### config.mk
export PLATFORM = sky130hd
export DESIGN_NAME = xmem_bus_ctrl
export DESIGN_NICKNAME = d
export VERILOG_FILES = /design/src/rtl/xmem_pkg.sv /design/src/rtl/xmem_phase_timer.sv /design/src/rtl/xmem_bus_seq.sv /design/src/rtl/xmem_bus_ctrl.sv
export SDC_FILE = /design/constraint.sdc
export NUM_CORES = 1
export LEC_CHECK = 0
export ABC_CLOCK_PERIOD_IN_PS = 3150
export CELL_PAD_IN_SITES_DETAIL_PLACEMENT = 2
export CELL_PAD_IN_SITES_GLOBAL_PLACEMENT = 2
export CORE_MARGIN = 3
export CORE_UTILIZATION = 28
export CTS_BUF_LIST = sky130_fd_sc_hd__clkbuf_4
export DETAILED_ROUTE_END_ITERATION = 10
export PLACE_DENSITY = 0.89
export SYNTH_ARGS = -nofsm -noshare
export SYNTH_HDL_FRONTEND = slang
export SYNTH_SLANG_ARGS = --single-unit
### constraint.sdc
create_clock -name clk -period 3.15 [get_ports clk]
set_input_delay 0.63 -clock clk [delete_from_list [all_inputs] [get_ports clk]]
set_output_delay 0.63 -clock clk [all_outputs]
set_load 0.005 [all_outputs]
### src/rtl/xmem_pkg.sv
package xmem_pkg;
  typedef enum logic [2:0] {
    ST_IDLE,
    ST_ALE,
    ST_AHOLD,
    ST_SETUP,
    ST_STROBE,
    ST_RECOV
  } xm_state_e;
endpackage

### src/rtl/xmem_phase_timer.sv
module xmem_phase_timer #(
  parameter int CNT_W = 4
) (
  input  logic             clk,
  input  logic             rst,
  input  logic             load,
  input  logic [CNT_W-1:0] load_val,
  output logic             expired
);
  logic [CNT_W-1:0] cnt_q;

  always_ff @(posedge clk) begin
    if (rst) cnt_q <= '0;
    else if (load) cnt_q <= (load_val == '0) ? '0 : load_val - 1'b1;
    else if (cnt_q != '0) cnt_q <= cnt_q - 1'b1;
  end

  assign expired = (cnt_q == '0);

  // a running count steps down by one each cycle
  assert_count_down_R11: assert property (@(posedge clk) disable iff (rst)
    (!load && cnt_q != '0) |=> (cnt_q == $past(cnt_q) - 1'b1));
endmodule

### src/rtl/xmem_bus_seq.sv
module xmem_bus_seq
  import xmem_pkg::*;
#(
  parameter int ADDR_W = 16,
  parameter int DATA_W = 8,
  parameter int CNT_W  = 4
) (
  input  logic                 clk,
  input  logic                 rst,
  input  logic                 cfg_mux,
  input  logic [CNT_W-1:0]     cfg_ale_cyc,
  input  logic [CNT_W-1:0]     cfg_setup_cyc,
  input  logic [CNT_W-1:0]     cfg_strobe_cyc,
  input  logic                 req_start,
  input  logic                 req_write,
  input  logic [ADDR_W-1:0]    req_addr,
  input  logic [DATA_W-1:0]    req_wdata,
  input  logic                 tmr_expired,
  output logic                 tmr_load,
  output logic [CNT_W-1:0]     tmr_val,
  output logic [DATA_W-1:0]    rsp_rdata,
  output logic                 rsp_done,
  output logic [DATA_W-1:0]    ext_ad_out,
  output logic                 ext_ad_oe,
  input  logic [DATA_W-1:0]    ext_ad_in,
  output logic [ADDR_W-DATA_W-1:0] ext_addr_hi,
  output logic [DATA_W-1:0]    ext_addr_lo,
  output logic                 ext_ale,
  output logic                 ext_rd_n,
  output logic                 ext_wr_n
);
  localparam int HI_W = ADDR_W - DATA_W;

  xm_state_e state_q, nxt;
  logic              mux_q, wr_q;
  logic [DATA_W-1:0] alo_q, wdata_q;
  logic              accept, mux_n, wr_n_op, addr_phase;
  logic [DATA_W-1:0] alo_n, wdata_n;

  assign accept  = (state_q == ST_IDLE) && req_start;
  assign mux_n   = accept ? cfg_mux   : mux_q;
  assign wr_n_op = accept ? req_write : wr_q;
  assign alo_n   = accept ? req_addr[DATA_W-1:0] : alo_q;
  assign wdata_n = accept ? req_wdata : wdata_q;

  always_comb begin
    nxt      = state_q;
    tmr_load = 1'b0;
    tmr_val  = cfg_setup_cyc;
    case (state_q)
      ST_IDLE: if (accept) begin
        tmr_load = 1'b1;
        if (cfg_mux) begin
          nxt     = ST_ALE;
          tmr_val = cfg_ale_cyc;
        end else begin
          nxt     = ST_SETUP;
        end
      end
      ST_ALE:    if (tmr_expired) nxt = ST_AHOLD;
      ST_AHOLD: begin
        nxt      = ST_SETUP;
        tmr_load = 1'b1;
      end
      ST_SETUP: if (tmr_expired) begin
        nxt      = ST_STROBE;
        tmr_load = 1'b1;
        tmr_val  = cfg_strobe_cyc;
      end
      ST_STROBE: if (tmr_expired) nxt = ST_RECOV;
      ST_RECOV:  nxt = ST_IDLE;
      default:   nxt = ST_IDLE;
    endcase
  end

  assign addr_phase = (nxt == ST_ALE) || (nxt == ST_AHOLD);

  always_ff @(posedge clk) begin
    if (rst) begin
      state_q     <= ST_IDLE;
      mux_q       <= 1'b0;
      wr_q        <= 1'b0;
      alo_q       <= '0;
      wdata_q     <= '0;
      rsp_rdata   <= '0;
      rsp_done    <= 1'b0;
      ext_ad_out  <= '0;
      ext_ad_oe   <= 1'b0;
      ext_addr_hi <= '0;
      ext_addr_lo <= '0;
      ext_ale     <= 1'b0;
      ext_rd_n    <= 1'b1;
      ext_wr_n    <= 1'b1;
    end else begin
      state_q    <= nxt;
      mux_q      <= mux_n;
      wr_q       <= wr_n_op;
      alo_q      <= alo_n;
      wdata_q    <= wdata_n;
      if (accept) begin
        ext_addr_hi <= req_addr[ADDR_W-1:DATA_W];
        ext_addr_lo <= cfg_mux ? '0 : req_addr[DATA_W-1:0];
      end
      ext_ale    <= (nxt == ST_ALE);
      ext_rd_n   <= !((nxt == ST_STROBE) && !wr_n_op);
      ext_wr_n   <= !((nxt == ST_STROBE) && wr_n_op);
      ext_ad_oe  <= addr_phase ||
                    (wr_n_op && (nxt == ST_SETUP || nxt == ST_STROBE || nxt == ST_RECOV));
      ext_ad_out <= addr_phase ? alo_n : wdata_n;
      rsp_done   <= (nxt == ST_RECOV);
      if (state_q == ST_STROBE && tmr_expired && !wr_q) rsp_rdata <= ext_ad_in;
    end
  end

  assert_strobe_excl_R5: assert property (@(posedge clk) disable iff (rst)
    !(!ext_rd_n && !ext_wr_n));
  assert_quiet_ale_R5: assert property (@(posedge clk) disable iff (rst)
    ext_ale |-> (ext_rd_n && ext_wr_n));
  assert_addr_hold_R3: assert property (@(posedge clk) disable iff (rst)
    $fell(ext_ale) |-> (ext_ad_oe && $stable(ext_ad_out) && ext_rd_n && ext_wr_n));
  assert_rd_release_R4: assert property (@(posedge clk) disable iff (rst)
    !ext_rd_n |-> !ext_ad_oe);
  assert_wr_hold_R6: assert property (@(posedge clk) disable iff (rst)
    $rose(ext_wr_n) |-> (ext_ad_oe && $stable(ext_ad_out)));
  assert_done_pulse_R8: assert property (@(posedge clk) disable iff (rst)
    rsp_done |=> !rsp_done);
  assert_nomux_ale_R9: assert property (@(posedge clk) disable iff (rst)
    (state_q != ST_IDLE && !mux_q) |-> !ext_ale);
  assert_ignore_R10: assert property (@(posedge clk) disable iff (rst)
    (state_q != ST_IDLE) |=> ($stable(ext_addr_hi) && $stable(ext_addr_lo)));
endmodule

### src/rtl/xmem_bus_ctrl.sv
module xmem_bus_ctrl #(
  parameter int ADDR_W = 16,
  parameter int DATA_W = 8,
  parameter int CNT_W  = 4
) (
  input  logic                     clk,
  input  logic                     rst,
  input  logic                     cfg_mux,
  input  logic [CNT_W-1:0]         cfg_ale_cyc,
  input  logic [CNT_W-1:0]         cfg_setup_cyc,
  input  logic [CNT_W-1:0]         cfg_strobe_cyc,
  input  logic                     req_start,
  input  logic                     req_write,
  input  logic [ADDR_W-1:0]        req_addr,
  input  logic [DATA_W-1:0]        req_wdata,
  output logic [DATA_W-1:0]        rsp_rdata,
  output logic                     rsp_done,
  output logic [DATA_W-1:0]        ext_ad_out,
  output logic                     ext_ad_oe,
  input  logic [DATA_W-1:0]        ext_ad_in,
  output logic [ADDR_W-DATA_W-1:0] ext_addr_hi,
  output logic [DATA_W-1:0]        ext_addr_lo,
  output logic                     ext_ale,
  output logic                     ext_rd_n,
  output logic                     ext_wr_n
);
  logic             tmr_load, tmr_expired;
  logic [CNT_W-1:0] tmr_val;

  xmem_phase_timer #(.CNT_W(CNT_W)) u_timer (
    .clk(clk), .rst(rst), .load(tmr_load), .load_val(tmr_val), .expired(tmr_expired)
  );

  xmem_bus_seq #(.ADDR_W(ADDR_W), .DATA_W(DATA_W), .CNT_W(CNT_W)) u_seq (
    .clk(clk), .rst(rst), .cfg_mux(cfg_mux), .cfg_ale_cyc(cfg_ale_cyc),
    .cfg_setup_cyc(cfg_setup_cyc), .cfg_strobe_cyc(cfg_strobe_cyc),
    .req_start(req_start), .req_write(req_write), .req_addr(req_addr),
    .req_wdata(req_wdata), .tmr_expired(tmr_expired), .tmr_load(tmr_load),
    .tmr_val(tmr_val), .rsp_rdata(rsp_rdata), .rsp_done(rsp_done),
    .ext_ad_out(ext_ad_out), .ext_ad_oe(ext_ad_oe), .ext_ad_in(ext_ad_in),
    .ext_addr_hi(ext_addr_hi), .ext_addr_lo(ext_addr_lo), .ext_ale(ext_ale),
    .ext_rd_n(ext_rd_n), .ext_wr_n(ext_wr_n)
  );
endmodule

After elaboration in Yosys (flattened, before gate mapping)
Index checks and enable logic that the tools add are counted.
{"block": "totals", "in_bits": 49, "elab_cells": 65, "register_bits": 61}
{"block": "classes", "n_reduce_logical": 19, "n_addsub": 2, "n_eq_ne": 9, "n_mux": 21}
{"cell": "two-way mux 8 bit", "n": 4}
{"cell": "two-way mux 4 bit", "n": 6}
{"cell": "one-hot mux 3 bit (5 select lines)", "n": 1}
{"cell": "equality test 3 x 2 -> 1 bit, second input constant", "n": 4}
{"cell": "two-way mux 3 bit", "n": 4}
{"cell": "equality test 3 bit, second input constant", "n": 3}
{"cell": "logical NOT 4 bit", "n": 2}
{"cell": "one-hot mux 4 bit (2 select lines)", "n": 1}
{"cell": "subtractor 4 x 1 -> 4 bit, second input constant", "n": 2}
{"cell": "equality test 3 x 1 -> 1 bit, second input constant", "n": 2}
{"cell": "logical AND 1 bit", "n": 6}
{"cell": "logical NOT 1 bit", "n": 4}
{"cell": "logical OR 1 bit", "n": 4}
{"cell": "nonzero test 4 bit", "n": 1}
{"cell": "logical NOT 3 bit", "n": 1}
{"cell": "two-way mux 1 bit", "n": 3}
{"cell": "one-hot mux 1 bit (3 select lines)", "n": 1}
{"cell": "two-way mux 2 bit", "n": 1}
{"cell": "nonzero test 2 bit", "n": 1}

Logic depth before layout (Yosys ltp)
Gate-level depths: netlist of run 1.
{"block": "logic_depth", "ltp_word": 9, "depth_mapped": 8}

Cells and area by module
Synthesis of run 1 repeated with hierarchy kept, for this count alone.
{"block": "hier_totals", "hier_cells": 278, "area_unflattened_um2": 2556.2}
{"mod": "xmem_bus_seq", "n_inst": 1, "seq_area_each_um2": 1141.1, "cells_each": 245, "area_per_inst_um2": 2267.2}
{"mod": "xmem_phase_timer", "n_inst": 1, "seq_area_each_um2": 80.1, "cells_each": 33, "area_per_inst_um2": 289.0}

Worst setup path after synthesis of run 1
Ideal clock, no wire load.
{"block": "synth_timing", "kind": "register to register", "from": "reg u_timer.cnt_q[0]", "to": "reg u_timer.cnt_q[0]", "t_arrival_ns": 1.972, "required_time_ns": 3.062, "period_less_slack_ns": 2.060, "path_stages_with_launch": 9, "setup_ns": 0.088, "path_slack_ns": 1.090, "path_cell_list": "dfxtp_1 inv_1 ha_1 or3b_1 buf_6 a2bb2oi_2 a221o_1 a211o_1 o32ai_2"}
{"block": "synth_between", "elab_chain_len": 6}
{"element": "from (decl)", "line_no": "xmem_phase_timer.sv:10", "rtl": "logic [CNT_W-1:0] cnt_q;"}
{"element": "from (signal assigned)", "line_no": "xmem_phase_timer.sv:14", "rtl": "else if (load) cnt_q <= (load_val == '0) ? '0 : load_val - 1'b1;"}
{"element": "from (signal assigned)", "line_no": "xmem_phase_timer.sv:15", "rtl": "else if (cnt_q != '0) cnt_q <= cnt_q - 1'b1;"}
{"element": "logical NOT 4 bit", "line_no": "xmem_phase_timer.sv:18", "rtl": "assign expired = (cnt_q == '0);"}
{"element": "two-way mux 4 bit", "line_no": "xmem_bus_seq.sv:65", "rtl": "ST_SETUP: if (tmr_expired) begin"}
{"element": "one-hot mux 4 bit (2 select lines)", "line_no": "xmem_bus_seq.sv:50", "rtl": "case (state_q)"}
{"element": "subtractor 4 x 1 -> 4 bit or logical NOT 4 bit (tied branches)", "line_no": "xmem_phase_timer.sv:14"}
{"element": "two-way mux 4 bit (2 in a row)", "line_no": "xmem_phase_timer.sv:14"}
Parallel ways exist; a longest one is shown, timed or not. The select of a mux whose other input is x is not followed.
A chain may end at the register's enable or synchronous reset.

Worst setup path in the final report of run 1
Ends and elaborated chain as after synthesis.

==> run_results.csv, run 1 <==
group,metric,value,unit
routing,route.met2.wl,3610,um
setup_path,end_kind,"register",
global_routing,grt_pass1_vias,2456,
min_path,hold-path-cell-count,2,
setup_path,required,3.46,ns
sta,rsz0062_at_grt,"no",
setup_path,crit_path_cell_trace,"inv_1 -> ha_1 -> or3b_1 -> a2bb2oi_2 -> a221o_1 -> a211o_1 -> o32ai_2",
sta,finalHoldViolCount,0,
cts,cts_buffers,9,
setup_path,r2r_start,"u_timer.cnt_q[0]",
sta,tightest_slew,0.543,ns
setup_path,critPathBufInv,1,
cts,cts.clk_slew.worst_paths,0.10,ns
sta,setup_tns,0,ns
setup_path,critPathLaunchType,"register",
final_layout,seq_area,0.00122,mm^2
routing,drt.antenna.violating_nets,0,
floorplan,die_w,99.8,um
final_layout,syn2layout_area_growth,43.0,%
setup_path,critPathLaunch,"u_timer.cnt_q[0]",
setup_path,path_max_fanout,9,
synthesis,yosys_warnings,0,
routing,via_per_inst,4.91,
synthesis,ys_seq_elements,61,
routing,post-route-drc-count,0,
cts,cts_tree,"done",
power,power.switching,0.808,mW
min_path,min-delay-start,"u_seq.ext_addr_hi[0]",
setup_path,slowest_delay,0.52,ns
setup_path,critPathArrivalTime,2.60,ns
floorplan,die_y,99.8,um
floorplan,ioPinCount,86,
cts,insertion_delay,0.39,ns
global_routing,grt_overflow,0,
sta,relSlewSlack,0.637,
power,powerDensity,646,mW/mm^2
synthesis,synth_area,0.00246,mm^2
sta,hold-worst-slack,0.466,ns
placement,dp_hpwl,5550,um
power,comb_power_share,0.373,
setup_path,ff2ff_path_depth,7,
placement,port_buffers,85,
min_path,hold_class,"reg -> reg",
routing,wl_met3,338,um
sta,slew_viol_final,0,
power,ir_drop,0.244,mV
routing,drt-met1-wl,3450,um
setup_path,path_delay_family,"compound AO/OA/AOI/OAI gates",
global_routing,grt_pass1_wl,12200,um
power,power.internal,1.47,mW
routing,wl,7520,um
min_path,min_to,"u_seq.ext_addr_hi[0]",
synthesis,synthCells,279,
placement,gp_congestion,0.756,
run,cap_violations,0,
routing,wl_per_cell,15.8,um
status,status,"completed",
cts,cts.sink_count,61,
setup_path,r2r-end,"u_timer.cnt_q[0]",
power,sw_frac_of_total,0.355,
power,power_leakage,1.39,nW
setup_path,r2r_setup_slack,0.85,ns
floorplan,die_area,0.00995,mm^2
synthesis,yosysSeqAreaShare,0.496,
power,clockPowerShare,0.189,
cts,cts_root_buf,"clkbuf_4",
cts,cts_resized,0,
global_routing,grt.total_usage,0.155,
cts,cts_buffer_depth,2,
global_routing,grt_max_degree,33,
final_layout,multiInputGateArea,0.00116,mm^2
global_routing,antenna_found_initial,1,
sta,setup_viol,0,
synthesis,synth_area_per_cell,8.82,um^2
sta,max_freq,0.435,GHz
synthesis,syn_nets,329,
routing,vias,2330,
sta,finalWorstPathRequiredPeriod,2.30,ns
power,p_seq_frac,0.438,
final_layout,nNetsFinal,415,
floorplan,initial_core_util,0.294,
setup_path,cpMaxStageDelayCell,"or3b_1",
final_layout,fill_cells,937,
floorplan,fp.coreArea,0.00838,mm^2
cts,post_cts_buffers,0,
routing,drtIter0Drc,32,
setup_path,crit_type,"reg -> reg",
routing,highest_layer,"met4",
floorplan,rows,33,
final_layout,drive_gt1_frac,0.0759,
cts,htreeDepth,3,
synthesis,synth.distinct_cells,38,
sta,finClkSkew,0.00716,ns
cts,hold_buffers,0,
routing,firstDrtPassIters,4,
sta,fin_crit_sh,0.729,
## worst max path at each step
stage / slack (ns) / to / cells past startpoint
after global placement: 0.61 / u_timer.cnt_q[0] / 6
after global routing: 0.58 / u_timer.cnt_q[0] / 7
final: 0.85 / u_timer.cnt_q[0] / 7
after CTS: 0.83 / u_seq.rsp_rdata[0] / 7
after floorplan: 1.09 / u_timer.cnt_q[0] / 8
after detailed placement: 0.55 / u_timer.cnt_q[0] / 6
## routing by layer
layer / up-vias / track usage
met5: - / 0
met4: 0 / 0.0672
met3: 9 / 0.0259
met2: 63 / 0.260
met1: 1103 / 0.196
li1: 1155 / -
## sequential cells by signal, indices dropped and copies added (netlist names)
register,count
u_seq.alo_q,8
u_seq.ext_ad_oe,1
u_seq.ext_ad_out,8
u_seq.ext_addr_hi,8
u_seq.ext_addr_lo,8
u_seq.ext_ale,1
u_seq.ext_rd_n,1
u_seq.ext_wr_n,1
u_seq.rsp_done,1
u_seq.rsp_rdata,8
u_seq.state_q,3
u_seq.wdata_q,8
u_seq.wr_q,1
u_timer.cnt_q,4
## through the flow
stage | area, um^2 | setup slack (ns) | power [mW] | std cells | utilization
floorplan | 2460 | 1.09 | 1.51 | 279 | -
global placement | 3420 | 0.614 | 1.83 | 459 | 0.408
detailed placement | 3420 | 0.553 | 1.87 | 459 | 0.408
CTS | 3520 | 0.827 | 2.31 | 474 | 0.420
global route | 3520 | 0.578 | 2.47 | 475 | 0.420
finish | 3520 | 0.853 | 2.27 | 475 | 0.420
## cells by family (layout without fill, tap and decap cells)
| logic type | Yosys count | in the layout | synth area share |
|---|---|---|---|
| AO/OA/AOI/OAI | 70 | 70 | 0.188 |
| AND/OR/NAND/NOR | 109 | 109 | 0.204 |
| buffers and inverters | 20 | 110 | 0.0336 |
| other | 0 | 1 | 0 |
| adder cells (fa/ha/maj) | 1 | 1 | 0.00508 |
| flip-flops | 61 | 61 | 0.496 |
| multiplexers | 18 | 18 | 0.0732 |
## power groups by stage
stage | registers [mW] | clock network [mW] | logic [mW]
after detailed placement | 1.02 | 0 | 0.856
after global routing | 1.02 | 0.501 | 0.952
after global placement | 1.01 | 0 | 0.823
after floorplan | 0.985 | 0 | 0.527
final | 0.996 | 0.431 | 0.848
after CTS | 0.999 | 0.451 | 0.861
## cells in the final DEF (no fill, tap or decap), types with 2 or more instances in the layout
cell type / count
mux2i_1: 18
dfxtp_1: 61
nand3_1: 3
a211oi_1: 2
a21oi_1: 31
clkbuf_4: 9
inv_1: 5
nand3b_1: 2
a31oi_1: 2
nand2_1: 41
nor2_1: 36
or3_1: 2
o211ai_1: 2
o21ai_0: 10
clkdlybuf4s50_1: 84
clkinv_2: 4
a2bb2oi_1: 8
a221o_1: 4
buf_4: 5
a21o_1: 3
nor3_1: 3
and2_0: 2
and3_1: 12
## area by class of cell
class,instances,share of cell area
Multi-Input combinational cell,198,0.331
Clock buffer,9,0.0192
Inverter,5,0.00533
Tap cell,105,0.0373
Timing Repair Buffer,90,0.251
Sequential cell,61,0.347
Clock inverter,6,0.00889
Antenna cell,1,0.000711
## cell usage after synthesis
library cell   n  share of area
and3_1        12          0.031
inv_1          5         0.0076
a221o_1        4          0.016
o211ai_1       2         0.0061
nand2_1       41          0.063
buf_6          1         0.0046
a21o_1         3         0.0092
o31ai_1        1         0.0031
or3_1          2         0.0051
or2_2          1         0.0025
a211o_1        1         0.0036
nor2_2         1         0.0025
ha_1           1         0.0051
and2_0         2         0.0051
o221a_2        1         0.0046
buf_1          3         0.0046
nand3_1        3         0.0061
nand3b_1       2         0.0061
nor4_1         2         0.0051
nor3_1         3         0.0061
nor3_4         1         0.0066
o21a_1         1         0.0031
clkbuf_1      11          0.017
mux2i_1       18          0.073
o32ai_2        1         0.0066
o22ai_1        1         0.0025
a211oi_1       2         0.0061
o21ai_0       10          0.020
a31oi_1        2         0.0051
or3b_1         1         0.0036
dfxtp_1       61           0.50
nand2b_1       1         0.0025
a21oi_1       31          0.063
a2bb2oi_1      8          0.028
nor3b_2        1         0.0051
nor2_1        36          0.055
o221ai_1       1         0.0036
a2bb2oi_2      1         0.0061
## worst register-to-register path, stage by stage (launching register included)
cell and delay [ns]:
dfxtp_1 0.34, inv_1 0.08, ha_1 0.23, or3b_1 0.52
a2bb2oi_2 0.24, a221o_1 0.33, a211o_1 0.28, o32ai_2 0.18
(Power assumes the default switching activity.)
==> run 2, diff against run 1 <==
- ABC_CLOCK_PERIOD_IN_PS: 3150 -> 1900
- CORE_UTILIZATION: 28 -> 24
- PLACE_DENSITY: 0.89 -> 0.81
- clock period: 3.15 -> 1.9 ns (I/O delays scaled with it)
==> run_results.csv, run 2 (synthesized netlist as in run 1, its figures left out) <==
group,metric,value,unit
sta,tightest_slew,0.418,ns
sta,relSlewSlack,0.719,
sta,finClkSkew,0.0217,ns
run,cap_violations,0,
sta,fin_ws,-0.127,ns
routing,firstDrtPassIters,4,
final_layout,layout_common_cells,"clkdlybuf4s50_1, dfxtp_1, nand2_1, nor2_1, a21oi_1",
setup_path,crit_type,"reg -> reg",
cts,insertion_delay,0.39,ns
min_path,hold_class,"in -> reg",
cts,cts_root_buf,"clkbuf_4",
sta,setup_viol,3,
min_path,min-delay-start,"rst",
power,power_leakage,1.54,nW
setup_path,end_kind,"register",
sta,setup_tns,-0.302,ns
floorplan,die_w,107,um
routing,via_per_inst,4.69,
placement,gp_congestion,0.760,
power,ir_drop,0.348,mV
sta,max_freq,0.493,GHz
power,total_power,4.38,mW
setup_path,ff2ff_path_depth,7,
status,status,"finished with violations",
sta,hold-worst-slack,0.323,ns
floorplan,rows,36,
power,comb_power_share,0.429,
setup_path,r2r_start,"u_timer.cnt_q[0]",
global_routing,grt_overflow,0,
floorplan,die_area,0.0115,mm^2
routing,drt.antenna.violating_nets,0,
placement,dp.cells,509,
final_layout,nNetsFinal,440,
placement,placedInstanceArea,0.00365,mm^2
global_routing,grt_pass1_wl,13500,um
cts,cts_tree,"done",
min_path,hold-path-cell-count,2,
setup_path,critPathLaunchType,"register",
routing,wl_per_cell,15.9,um
sta,finalHoldViolCount,0,
global_routing,antenna_found_initial,0,
placement,port_buffers,85,
setup_path,r2r_setup_slack,-0.13,ns
global_routing,grt_pass1_vias,2694,
sta,rsz0062_at_grt,"yes",
final_layout,layout_commonest_cell,"clkdlybuf4s50_1",
placement,dp_hpwl,6380,um
final_layout,antenna_cells,0,
setup_path,critPathArrivalTime,2.33,ns
final_layout,drive_gt1_frac,0.152,
final_layout,syn2layout_area_growth,56.6,%
status,violations,"setup timing",
global_routing,grt.total_usage,0.147,
floorplan,initial_core_util,0.249,
global_routing,grt_max_degree,29,
routing,vias,2472,
cts,cts.clk_slew.worst_paths,0.11,ns
final_layout,final_cells,527,
power,power.switching,1.48,mW
floorplan,die_y,107,um
final_layout,fill_cells,1099,
power,power.internal,2.90,mW
cts,cts.sink_count,61,
final_layout,final_area,0.00385,mm^2
sta,fin_crit_sh,1.07,
routing,wl,8370,um
power,clockPowerShare,0.199,
min_path,min_to,"u_seq.alo_q[6]",
power,sw_frac_of_total,0.337,
routing,drtIter0Drc,66,
setup_path,path_max_fanout,5,
floorplan,ioPinCount,86,
setup_path,required,2.20,ns
power,p_seq_frac,0.372,
cts,cts_buffer_depth,2,
floorplan,fp.coreArea,0.00986,mm^2
routing,post-route-drc-count,0,
power,powerDensity,1140,mW/mm^2
sta,slew_viol_final,0,
cts,cts_buffers,9,
sta,finalWorstPathRequiredPeriod,2.03,ns
setup_path,r2r-end,"u_timer.cnt_q[0]",
cts,htreeDepth,3,
==> run 2: per-stage QoR <==
stage / util / setup WS [ns]
3_3_place_gp: 0.370 / -0.199
6_report: 0.391 / -0.127
2_1_floorplan: - / -0.135
3_5_place_dp: 0.370 / -0.285
4_1_cts: 0.389 / -0.115
5_1_grt: 0.391 / -0.237
==> run 2: cell type report <==
type / count / area [um^2] / area share
Clock buffer: 10 / 75.1 / 0.0195
Clock inverter: 5 / 52.6 / 0.0136
Inverter: 5 / 18.8 / 0.00487
Multi-Input combinational cell: 198 / 1210 / 0.313
Sequential cell: 61 / 1220 / 0.317
Tap cell: 133 / 166 / 0.0432
Timing Repair Buffer: 115 / 1110 / 0.289
==> run 2: worst max-delay path, stage by stage (launching register included) <==
cell and delay, ns:
dfxtp_2 0.34, inv_2 0.08, ha_4 0.14, or3b_4 0.42, a2bb2oi_4 0.20, a221o_1 0.34, a211o_1 0.25, o32ai_2 0.19
==> run 2: per-layer routing <==
| layer | GRT usage | vias to the layer above | part of all wire |
|---|---|---|---|
| met2 | 0.278 | 60 | 0.52 |
| met1 | 0.170 | 1208 | 0.42 |
| met3 | 0.0192 | 8 | 0.042 |
| met4 | 0.0411 | 0 | 0.0086 |
| met5 | 0 | - | 0 |
| li1 | - | 1196 | - |
==> run 2: worst max-delay path by stage <==
stage | from | end | depth (start not counted)
after floorplan | u_timer.cnt_q[0] | u_timer.cnt_q[0] | 8
after global routing | u_timer.cnt_q[0] | u_timer.cnt_q[2] | 8
final | u_timer.cnt_q[0] | u_timer.cnt_q[0] | 7
after global placement | req_start | u_timer.cnt_q[0] | 6
after CTS | u_timer.cnt_q[0] | u_timer.cnt_q[0] | 7
after detailed placement | cfg_mux | u_timer.cnt_q[2] | 7
==> run 2: what timing repair did <==
item                       4_1_cts  5_1_grt
setup endpoints to repair       10       14
pin swaps                        5        4
gates resized for setup         11        4
buffers inserted                 2        2
hold buffers                     0        0
==> run 2: power by group through the flow <==
stage | Combinational [mW] | Sequential [mW] | Clock [mW]
detailed placement | 1.73 | 1.65 | 0
global placement | 1.65 | 1.64 | 0
finish | 1.88 | 1.63 | 0.872
floorplan | 0.878 | 1.63 | 0
global route | 2.07 | 1.66 | 0.968
CTS | 1.87 | 1.63 | 0.904
==> run 3, diff against run 2 <==
- CAP_MARGIN: unset -> 20
- CORE_ASPECT_RATIO: unset -> 0.8
- CORE_UTILIZATION: 24 -> 25
- PLACE_DENSITY: 0.81 -> 0.82
- SYNTH_HIERARCHICAL: unset -> 1
==> run_results.csv, run 3 <==
group,metric,value,unit
sta,finClkSkew,0.0117,ns
final_layout,antenna_cells,0,
floorplan,initial_core_util,0.261,
floorplan,fp.coreArea,0.00981,mm^2
placement,port_buffers,85,
routing,firstDrtPassIters,5,
synthesis,netlist_top_cells_count,"dfxtp_1, nand2_1, mux2i_1",
synthesis,synth_area_per_cell,9.19,um^2
sta,setup_tns,-2.30,ns
placement,dp.cells,513,
synthesis,ys_seq_elements,61,
sta,finalWorstPathRequiredPeriod,2.38,ns
global_routing,grt_overflow,0,
routing,via_per_inst,4.71,
final_layout,layout_common_cells,"clkdlybuf4s50_1, dfxtp_1, nand2_1, buf_4, mux2i_1",
floorplan,die_w,119,um
final_layout,final_cells,540,
sta,fin_crit_sh,1.25,
sta,slew_viol_final,0,
cts,insertion_delay,0.41,ns
sta,relSlewSlack,0.614,
cts,cts_tree,"done",
synthesis,synth_area,0.00256,mm^2
sta,tightest_slew,0.578,ns
setup_path,crit_type,"reg -> reg",
global_routing,grt.total_usage,0.164,
floorplan,ioPinCount,86,
final_layout,nNetsFinal,450,
floorplan,die_area,0.0115,mm^2
placement,dp_hpwl,6600,um
routing,vias,2543,
synthesis,syn_nets,328,
routing,post-route-drc-count,0,
global_routing,grt_pass1_wl,14600,um
synthesis,synth_most_common_cell,"dfxtp_1",
synthesis,synthCells,278,
floorplan,die_y,96.4,um
power,powerDensity,1250,mW/mm^2
power,power_leakage,1.60,nW
min_path,hold_class,"in -> reg",
synthesis,yosys_warnings,6,
synthesis,yosysSeqAreaShare,0.478,
global_routing,grt_max_degree,27,
status,status,"finished with violations",
placement,placedInstanceArea,0.00374,mm^2
floorplan,rows,32,
cts,cts.sink_count,61,
sta,finalHoldViolCount,0,
setup_path,critPathLaunchType,"register",
cts,cts_root_buf,"clkbuf_4",
synthesis,yosysTopAreaCellShare,0.478,
synthesis,synth_ff_type,"dfxtp_1",
setup_path,critPathArrivalTime,2.67,ns
sta,rsz0062_at_grt,"yes",
routing,wl,9330,um
power,ir_drop,0.377,mV
global_routing,grt_pass1_vias,2767,
cts,hold_buffers,0,
final_layout,final_area,0.00411,mm^2
final_layout,fill_cells,1078,
final_layout,syn2layout_area_growth,60.9,%
placement,gp_congestion,0.764,
power,total_power,5.15,mW
routing,drt.antenna.violating_nets,0,
final_layout,layout_commonest_cell,"clkdlybuf4s50_1",
final_layout,drive_gt1_frac,0.218,
status,violations,"setup timing",
synthesis,synth.distinct_cells,50,
synthesis,synth_async_sr_flop_share,0,
synthesis,synth-edff-count,0,
setup_path,path_max_fanout,4,
cts,cts_buffers,9,
routing,drtIter0Drc,56,
cts,cts_buffer_depth,2,
setup_path,required,2.19,ns
sta,setup_viol,14,
sta,fin_ws,-0.478,ns
run,cap_violations,0,
cts,cts.clk_slew.worst_paths,0.09,ns
placement,pre_cts_slack,-0.665,ns
cts,htreeDepth,3,
global_routing,antenna_found_initial,0,
synthesis,yosys-top-cells-area,"dfxtp_1, mux2i_1, nand2_1",
sta,max_freq,0.421,GHz
setup_path,end_kind,"register",
routing,wl_per_cell,17.3,um
synthesis,yosysTopAreaCell,"dfxtp_1",
-- run 3: worst paths after layout --
| kind | endpoint | start | depth (start not counted) | slack [ns] |
|---|---|---|---|---|
| max | u_timer/cnt_q[3] | u_timer/cnt_q[1] | 9 | -0.48 |
| min reg2reg | u_seq/ext_addr_lo[6] | u_seq/ext_addr_lo[6] | 2 | 0.46 |
| max reg2reg | u_timer/cnt_q[3] | u_timer/cnt_q[1] | 9 | -0.48 |
| min | u_seq/state_q[0] | rst | 3 | 0.37 |
-- run 3: critical path: stages (launching register included) --
cell and delay, ns:
dfxtp_2 0.34, inv_2 0.08, ha_4 0.14, nor3b_4 0.30, nand2_2 0.10, a211o_1 0.30, a221o_1 0.41, or2_4 0.30
o211ai_1 0.20, o31ai_1 0.10
-- run 3: timing repair --
action	4_1_cts	5_1_grt
resized for setup	7	18
pin swaps	6	5
setup buffers	6	6
endpoints found under the setup margin	6	23
gates cloned	0	0
-- run 3: area by class of cell --
class	count	area [um^2]	share of cell area
multi-input combinational	190	1320	0.320
sequential	61	1220	0.298
timing repair buffer	130	1220	0.297
tap	136	170	0.0414
clock inverter	5	76.3	0.0186
clock buffer	10	75.1	0.0183
inverter	8	30.0	0.00730
-- run 3: kinds of logic after synthesis --
| kind of cell | Yosys count | synth area share |
|---|---|---|
| simple gates | 108 | 0.215 |
| compound gates | 52 | 0.134 |
| flops | 61 | 0.478 |
| buf+inv | 27 | 0.0548 |
| xor+xnor | 1 | 0.00343 |
| fa+ha+maj | 1 | 0.00489 |
| mux | 28 | 0.110 |
-- run 3: metal layers --
| layer | global-route usage | part of all wire |
|---|---|---|
| met4 | 0.0415 | 0.011 |
| met5 | 0 | 0 |
| met1 | 0.192 | 0.43 |
| met2 | 0.291 | 0.51 |
| met3 | 0.0547 | 0.050 |
-- run 3: where the power goes --
| group | switching [mW] | internal (mW) | leakage (nW) | total [mW] |
|---|---|---|---|---|
| combinational | 1.19 | 1.34 | 1.02 | 2.53 |
| clock | 0.476 | 0.536 | 0.0815 | 1.01 |
| sequential | 0.107 | 1.51 | 0.499 | 1.61 |
| total | 1.77 | 3.38 | 1.60 | 5.15 |
-- run 3: metrics by stage --
stage,util,hold WS (ns)
after global placement,0.381,0.441
after floorplan,-,0.446
after global routing,0.419,0.336
after CTS,0.405,0.331
final,0.419,0.369
after detailed placement,0.381,0.447
